File: config.mk
export PLATFORM = sky130hd
export DESIGN_NAME = hist4_calc
export DESIGN_NICKNAME = d
export VERILOG_FILES = /design/src/rtl/hist4_pkg.sv /design/src/rtl/hist4_lane.sv /design/src/rtl/hist4_ctrl.sv /design/src/rtl/hist4_calc.sv
export SDC_FILE = /design/constraint.sdc
export NUM_CORES = 1
export LEC_CHECK = 0
export BUFFER_PORTS_ARGS = -buffer_cell sky130_fd_sc_hd__buf_2
export CAP_MARGIN = 40
export CORE_ASPECT_RATIO = 1.25
export CORE_UTILIZATION = 55
export CTS_BUF_LIST = sky130_fd_sc_hd__clkbuf_8 sky130_fd_sc_hd__clkbuf_16
export DETAILED_ROUTE_END_ITERATION = 10
export PLACE_DENSITY = 0.82
export SYNTH_ARGS = -nofsm -noshare
export SYNTH_HDL_FRONTEND = slang
export SYNTH_SLANG_ARGS = --single-unit
File: constraint.sdc
create_clock -name clk -period 8.9 [get_ports clk]
set_clock_uncertainty 0.2 [all_clocks]
set_input_delay 2.225 -clock clk [delete_from_list [all_inputs] [get_ports clk]]
set_output_delay 2.225 -clock clk [all_outputs]
set_load 0.005 [all_outputs]
File: src/rtl/hist4_pkg.sv
package hist4_pkg;
    typedef enum logic [1:0] {
        PH_ACCUM = 2'd0,
        PH_DRAIN = 2'd1,
        PH_MERGE = 2'd2
    } phase_e;
endpackage

File: src/rtl/hist4_lane.sv
module hist4_lane #(
    parameter int BPP = 4,
    parameter int CW  = 7
) (
    input  logic           clk,
    input  logic           rst_n,
    input  logic           acc_en,
    input  logic [BPP-1:0] acc_pix,
    input  logic           mrg_en,
    input  logic [BPP-1:0] mrg_addr,
    output logic [CW-1:0]  rd_cnt
);
    localparam int NB = 1 << BPP;

    typedef struct packed {
        logic [CW-1:0]  rd;
        logic           stb_v;
        logic [BPP-1:0] stb_addr;
        logic           lw_v;
        logic [BPP-1:0] lw_addr;
        logic [CW-1:0]  lw_val;
    } lane_s;

    lane_s          r_d, r_q;
    logic [CW-1:0]  mem_q [NB];
    logic [CW-1:0]  base;
    logic [CW-1:0]  inc;
    logic [BPP-1:0] raddr;

    always_comb begin
        // forward the previous write-back when it targets the same entry
        base  = (r_q.lw_v && (r_q.lw_addr == r_q.stb_addr)) ? r_q.lw_val : r_q.rd;
        inc   = base + CW'(1);
        raddr = mrg_en ? mrg_addr : acc_pix;

        r_d          = r_q;
        r_d.rd       = (acc_en || mrg_en) ? mem_q[raddr] : r_q.rd;
        r_d.stb_v    = acc_en;
        r_d.stb_addr = acc_pix;
        r_d.lw_v     = r_q.stb_v;
        r_d.lw_addr  = r_q.stb_addr;
        r_d.lw_val   = inc;
    end

    always_ff @(posedge clk or negedge rst_n) begin
        if (!rst_n) begin
            r_q <= '0;
        end else begin
            r_q <= r_d;
        end
    end

    always_ff @(posedge clk or negedge rst_n) begin
        if (!rst_n) begin
            for (int i = 0; i < NB; i++) begin
                mem_q[i] <= '0;
            end
        end else begin
            if (r_q.stb_v) begin
                mem_q[r_q.stb_addr] <= inc;
            end
            if (mrg_en) begin
                mem_q[mrg_addr] <= '0;
            end
        end
    end

    assign rd_cnt = r_q.rd;

    AST_NO_WRITE_CLASH: assert property (@(posedge clk) disable iff (!rst_n)
        !(r_q.stb_v && mrg_en));
    AST_NO_OVERFLOW: assert property (@(posedge clk) disable iff (!rst_n)
        r_q.stb_v |-> (base != '1));
endmodule

File: src/rtl/hist4_ctrl.sv
module hist4_ctrl
    import hist4_pkg::*;
#(
    parameter int BPP   = 4,
    parameter int WORDS = 16
) (
    input  logic           clk,
    input  logic           rst_n,
    input  logic           in_valid,
    output logic           in_ready,
    output logic           acc_en,
    output logic           mrg_en,
    output logic [BPP-1:0] mrg_addr,
    output logic           out_valid,
    output logic [BPP-1:0] out_bin,
    output logic           done
);
    localparam int WCW = $clog2(WORDS + 1);
    localparam int NB  = 1 << BPP;

    typedef struct packed {
        phase_e         phase;
        logic [WCW-1:0] wcnt;
        logic [BPP-1:0] bin;
        logic           ov;
        logic [BPP-1:0] obin;
        logic           dn;
    } ctrl_s;

    ctrl_s c_d, c_q;

    always_comb begin
        c_d      = c_q;
        c_d.ov   = 1'b0;
        c_d.dn   = 1'b0;
        acc_en   = 1'b0;
        mrg_en   = 1'b0;
        mrg_addr = c_q.bin;
        case (c_q.phase)
            PH_ACCUM: begin
                acc_en = in_valid;
                if (in_valid) begin
                    if (c_q.wcnt == WCW'(WORDS - 1)) begin
                        c_d.wcnt  = '0;
                        c_d.phase = PH_DRAIN;
                    end else begin
                        c_d.wcnt = c_q.wcnt + WCW'(1);
                    end
                end
            end
            PH_DRAIN: begin
                c_d.bin   = '0;
                c_d.phase = PH_MERGE;
            end
            PH_MERGE: begin
                mrg_en   = 1'b1;
                c_d.ov   = 1'b1;
                c_d.obin = c_q.bin;
                if (c_q.bin == BPP'(NB - 1)) begin
                    c_d.dn    = 1'b1;
                    c_d.bin   = '0;
                    c_d.phase = PH_ACCUM;
                end else begin
                    c_d.bin = c_q.bin + BPP'(1);
                end
            end
            default: c_d.phase = PH_ACCUM;
        endcase
    end

    always_ff @(posedge clk or negedge rst_n) begin
        if (!rst_n) begin
            c_q       <= '0;
            c_q.phase <= PH_ACCUM;
        end else begin
            c_q <= c_d;
        end
    end

    assign in_ready  = (c_q.phase == PH_ACCUM);
    assign out_valid = c_q.ov;
    assign out_bin   = c_q.obin;
    assign done      = c_q.dn;

    AST_FIRST_BIN: assert property (@(posedge clk) disable iff (!rst_n)
        $rose(out_valid) |-> (out_bin == '0));
    AST_BIN_STEP: assert property (@(posedge clk) disable iff (!rst_n)
        (out_valid && $past(out_valid) && !$past(done)) |-> (out_bin == $past(out_bin) + BPP'(1)));
    AST_DONE_LAST: assert property (@(posedge clk) disable iff (!rst_n)
        done |-> (out_valid && (out_bin == BPP'(NB - 1))));
    AST_DONE_PULSE: assert property (@(posedge clk) disable iff (!rst_n)
        done |=> !done);
    AST_NO_ACCEPT_MERGE: assert property (@(posedge clk) disable iff (!rst_n)
        (out_valid && !done) |-> !in_ready);
endmodule

File: src/rtl/hist4_calc.sv
module hist4_calc #(
    parameter int BPP  = 4,
    parameter int ROWS = 8,
    parameter int COLS = 8,
    localparam int PIXELS = ROWS * COLS,
    localparam int CW     = $clog2(PIXELS) + 1
) (
    input  logic             clk,
    input  logic             rst_n,
    input  logic             in_valid,
    output logic             in_ready,
    input  logic [4*BPP-1:0] in_pix,
    output logic             out_valid,
    output logic [BPP-1:0]   out_bin,
    output logic [CW-1:0]    out_count,
    output logic             done
);
    localparam int LANES = 4;
    localparam int WORDS = PIXELS / LANES;

    logic           acc_en;
    logic           mrg_en;
    logic [BPP-1:0] mrg_addr;
    logic [CW-1:0]  lane_cnt [LANES];
    logic [CW-1:0]  sum;

    hist4_ctrl #(.BPP(BPP), .WORDS(WORDS)) u_ctrl (
        .clk       (clk),
        .rst_n     (rst_n),
        .in_valid  (in_valid),
        .in_ready  (in_ready),
        .acc_en    (acc_en),
        .mrg_en    (mrg_en),
        .mrg_addr  (mrg_addr),
        .out_valid (out_valid),
        .out_bin   (out_bin),
        .done      (done)
    );

    for (genvar g = 0; g < LANES; g++) begin : g_lane
        hist4_lane #(.BPP(BPP), .CW(CW)) u_lane (
            .clk      (clk),
            .rst_n    (rst_n),
            .acc_en   (acc_en),
            .acc_pix  (in_pix[g*BPP +: BPP]),
            .mrg_en   (mrg_en),
            .mrg_addr (mrg_addr),
            .rd_cnt   (lane_cnt[g])
        );
    end

    always_comb begin
        sum = '0;
        for (int l = 0; l < LANES; l++) begin
            sum = sum + lane_cnt[l];
        end
    end

    assign out_count = out_valid ? sum : '0;

    // running total of the bins presented in the current merge pass
    logic [CW:0] tot_q;
    always_ff @(posedge clk or negedge rst_n) begin
        if (!rst_n) begin
            tot_q <= '0;
        end else if (done) begin
            tot_q <= '0;
        end else if (out_valid) begin
            tot_q <= tot_q + {1'b0, out_count};
        end
    end

    AST_COUNT_BOUND: assert property (@(posedge clk) disable iff (!rst_n)
        out_valid |-> (out_count <= CW'(PIXELS)));
    AST_FRAME_TOTAL: assert property (@(posedge clk) disable iff (!rst_n)
        done |-> ((tot_q + {1'b0, out_count}) == (CW + 1)'(PIXELS)));
    AST_IDLE_ZERO: assert property (@(posedge clk) disable iff (!rst_n)
        !out_valid |-> (out_count == '0));
endmodule

==> metrics.md <==
| Metric | Value |
|---|---|
| Outcome | finished with violations |
| Failing checks | design-rule violations |
| Seq pwr share | 0.373 |
| Static Leakage | about 13 nW |
| Endpoints failing setup | 0 |
| H-Tree Depth | 2 |
| DP Wirelength | about 63,000 um |
| Post-layout minimum cycle time | ~6.0 ns |
| Clock Power Share | 0.192 |
| Cell variety after synth | 60 |
| Vias | between 20,000 and 30,000 |
| Max Fclk | ~0.17 GHz |
| Placed insts | roughly 3,800 |
| Post-CTS setup buffer count | 0 |
| DR pass1 iterations | 9 |
| Largest net degree at the start of global routing | 118 |
| Max-cap violations | 0 |
| Post-Syn Instances | between 3,000 and 4,000 |
| PwrDens | roughly 370 mW/mm^2 |
| Antenna violations before repair | 2 |
| Gate power share | 0.435 |
| Worst EP arrival | 3.56 ns |
| Die width | 207 um |
| Placer congestion estimate | 1.01 |
| Critical path launch point type | register |
| FF-to-FF path depth | 11 |
| Total GRT Usage | 0.366 |
| Max VDD drop | between 0.2 and 0.25 mV |
| Post-DP Area | 0.0295 mm^2 |
| Worst Max-Slew Pin Slew | ~1 ns |
| Worst-skew pair later-pin latency | around 0.6 ns |
| Final core utilization | 0.605 |
| Number of synthesized flops with an enable pin | 0 |
| Die Footprint | approximately 0.053 mm^2 |
| Final ANT Viol Nets | 0 |
| Share of layout cells above drive strength 1 | 0.0876 |
| Mapped Area | between 0.02 and 0.03 mm^2 |
| Total clock sinks | 555 |
| Total CTS buffers | between 50 and 60 |
| Filler cells | 4,305 |
| Clock-pin slew on the worst setup and hold paths | 0.07 ns |
| Drt initial violations | 3,601 |
| CTS resizes | 0 |
| YS warnings | 0 |
| # rows | slightly above 90 |
| Hold Buf Count CTS | 0 |
| Slew headroom | 0.322 |
| Vias in the first global route | between 20,000 and 30,000 |
| Multi-input logic area | 0.0137 mm^2 |
| Largest fanout on the critical path | 5 |
| Worst reg2reg startpoint | g_lane[0].u_lane.r_d[9] |
| DP Worst Slack | 3.51 ns |
| Nets | ~3,300 |
| Final worst path period share | 0.673 |
| PortBufs | 32 |
| Fin cells | between 3,000 and 4,000 |
| Sw Ratio | 0.422 |
| P_sw | 4.87 mW |
| Seq. cell area | ~0.014 mm^2 |
| Ys async rst share | 1.00 |
| Highest routed layer | met5 |
| First-pass GRT wire length | 149,000 um |
| Met1 WL | 34,000 um |
| Crit Path Class | reg -> out |
| Initial Util | 0.558 |
| Setup TNS | 0 ns |
| Setup WS post-layout | about 2.9 ns |
| CTS tree | built |
| CP endpoint kind | output port |
| Routed length on met2 | 42,600 um |
| Area added between synthesis and finish | 8.37% |
| Cell Int Power | around 6.7 mW |
| Syn Area/Cell | just under 9 um^2 |
| Drc violations | 2 |
| Crit. Startpoint | g_lane[0].u_lane.rd_cnt[1] |
| #FFs+latches synth | 555 |
| Reg2reg end | g_lane[0].u_lane.mem_q[97] |
| Syn_nets | between 3,000 and 4,000 |
| Core ar. | ~0.052 mm^2 |
| Io pins | 33 |
| Detail-routed net length per standard cell | approximately 24 um |
| Main flop type after synthesis | dfrtp_1 |
| Post-route cell area | ~0.031 mm^2 |
| Sequential share of the synthesized area | 0.483 |
| Worst Setup EP | out_count[5] |
| Slew Viols, Final | 0 |
| GR Overflow Total | 0 |
| Worst reg-to-reg setup slack | around 4 ns |
| Post-Route WL | between 90,000 and 100,000 um |
| Routed wl met3 | 11,400 um |
| Post-DR vias/cell | 6.69 |
| Die Y | around 260 um |
| CTS root buf | clkbuf_16 |
| Worst min-delay path category | reg -> reg |
| Final hold vios | 0 |
| Required @ worst endpoint | 6.48 ns |
| CTS max path bufs | 3 |
| RSZ-0062 raised after global routing | no |
synthesized netlist by cell type (5+ instances only):
library cell,n,share of area
nand3_1,539,0.094
a21o_1,7,0.0018
nor2_1,91,0.012
fa_1,12,0.0083
or3_1,19,0.0041
nand2_1,819,0.11
mux2i_1,56,0.019
o21ai_2,9,0.0027
o31ai_1,51,0.013
nor3_1,19,0.0033
o22ai_1,8,0.0017
o211ai_1,32,0.0083
ha_1,18,0.0078
o31ai_2,18,0.0078
a211oi_1,7,0.0018
and3_1,10,0.0022
xor2_1,19,0.0058
inv_1,53,0.0069
nor2b_1,12,0.0026
o21ai_0,30,0.0052
a311oi_1,21,0.0064
a21oi_1,391,0.068
dfrtp_1,555,0.48
nand2_2,5,0.0011
clkbuf_1,52,0.0068
mux4_2,27,0.021
nand2b_1,39,0.0085
a31oi_1,29,0.0063
nand4_1,10,0.0022
and2_1,41,0.0089
buf_6,10,0.0039
buf_4,42,0.011
buf_2,70,0.012
nor3_2,5,0.0017
or3b_2,5,0.0015
a32oi_1,28,0.0085
xnor2_1,25,0.0076
o21a_1,7,0.0018
layer usage:
| metal | track usage | vias up |
|---|---|---|
| li1 | - | 11335 |
| met1 | 0.466 | 12611 |
| met2 | 0.539 | 1864 |
| met3 | 0.0878 | 462 |
| met4 | 0.275 | 2 |
| met5 | 0 | - |
cell families (layout without fill, tap and decap cells):
kind of cell    Yosys count  in the layout  share of synthesized area
compound gates          656            656                      0.141
simple gates           1642           1642                      0.258
xor+xnor                 44             44                     0.0134
mux                      94             94                     0.0474
buf+inv                 231            243                     0.0413
fa+ha+maj                30             30                     0.0162
other cells               0              1                          0
flops                   555            555                      0.483
critical path, cell delays in order, from the launching register on:
cell and delay, ns:
dfrtp_1 0.41, inv_1 0.08, fa_1 0.49, fa_1 0.49
inv_1 0.04, ha_1 0.21, fa_1 0.46, a21o_1 0.20
a21oi_1 0.17, xnor2_1 0.16, and2_1 0.15, buf_2 0.10
final cells by class:
cell class                 instances  area share
sequential                       555       0.445
multi-input combinational       2466       0.440
clock buffer                      63      0.0469
timing repair buffer              98      0.0287
tap                              665      0.0267
inverter                          53     0.00638
clock inverter                    29     0.00594
antenna                            1   0.0000802
metrics by stage:
stage	hold WS [ns]	power, mW
global placement	0.270	8.80
global route	0.309	12.1
detailed placement	0.286	9.13
floorplan	0.149	7.51
finish	0.299	11.5
CTS	0.297	11.3
power groups by stage:
stage	combinational [mW]	clock [mW]	sequential, mW
after floorplan	3.41	0	4.10
after global placement	4.54	0	4.26
after detailed placement	4.83	0	4.31
after CTS	4.85	2.21	4.27
after global routing	5.41	2.29	4.41
final	5.02	2.22	4.30
sequential cells by signal (all words and copies together) (netlist names):
name	count
u_ctrl.out_bin	4
g_lane.u_lane.rd_cnt	28
u_ctrl.done	1
g_lane.u_lane.mem_q	448
u_ctrl.c_q	7
g_lane.u_lane.r_d	17
u_ctrl.out_valid	1
u_ctrl.mrg_addr	4
g_lane.u_lane.r_q	45
placed cells by master, fill, tap and decap left out, types with 19 or more instances in the layout:
master	instances
a21oi_1	391
clkbuf_16	53
xnor2_1	25
o211ai_1	32
a31oi_1	29
o21ai_0	30
mux2i_1	56
buf_2	33
mux4_2	27
a311oi_1	21
dfrtp_1	555
nand2b_1	39
xor2_1	19
and2_1	39
nor3_1	19
nor2_1	91
o31ai_1	51
or3_1	19
buf_4	32
a32oi_1	28
inv_1	63
nand3_1	539
nand2_1	819
worst min path at each step:
stage                                  start                       end  slack [ns]  depth (start not counted)
floorplan           g_lane[0].u_lane.r_d[10]  g_lane[0].u_lane.r_q[10]        0.15                          0
global placement              u_ctrl.c_q[14]            u_ctrl.c_q[14]        0.27                          1
detailed placement            u_ctrl.c_q[12]            u_ctrl.c_q[12]        0.29                          1
CTS                           u_ctrl.c_q[12]            u_ctrl.c_q[12]        0.30                          1
global route                  u_ctrl.c_q[12]            u_ctrl.c_q[12]        0.31                          1
finish                        u_ctrl.c_q[12]            u_ctrl.c_q[12]        0.30                          1
Note: power is estimated with default switching activity, not from simulation.
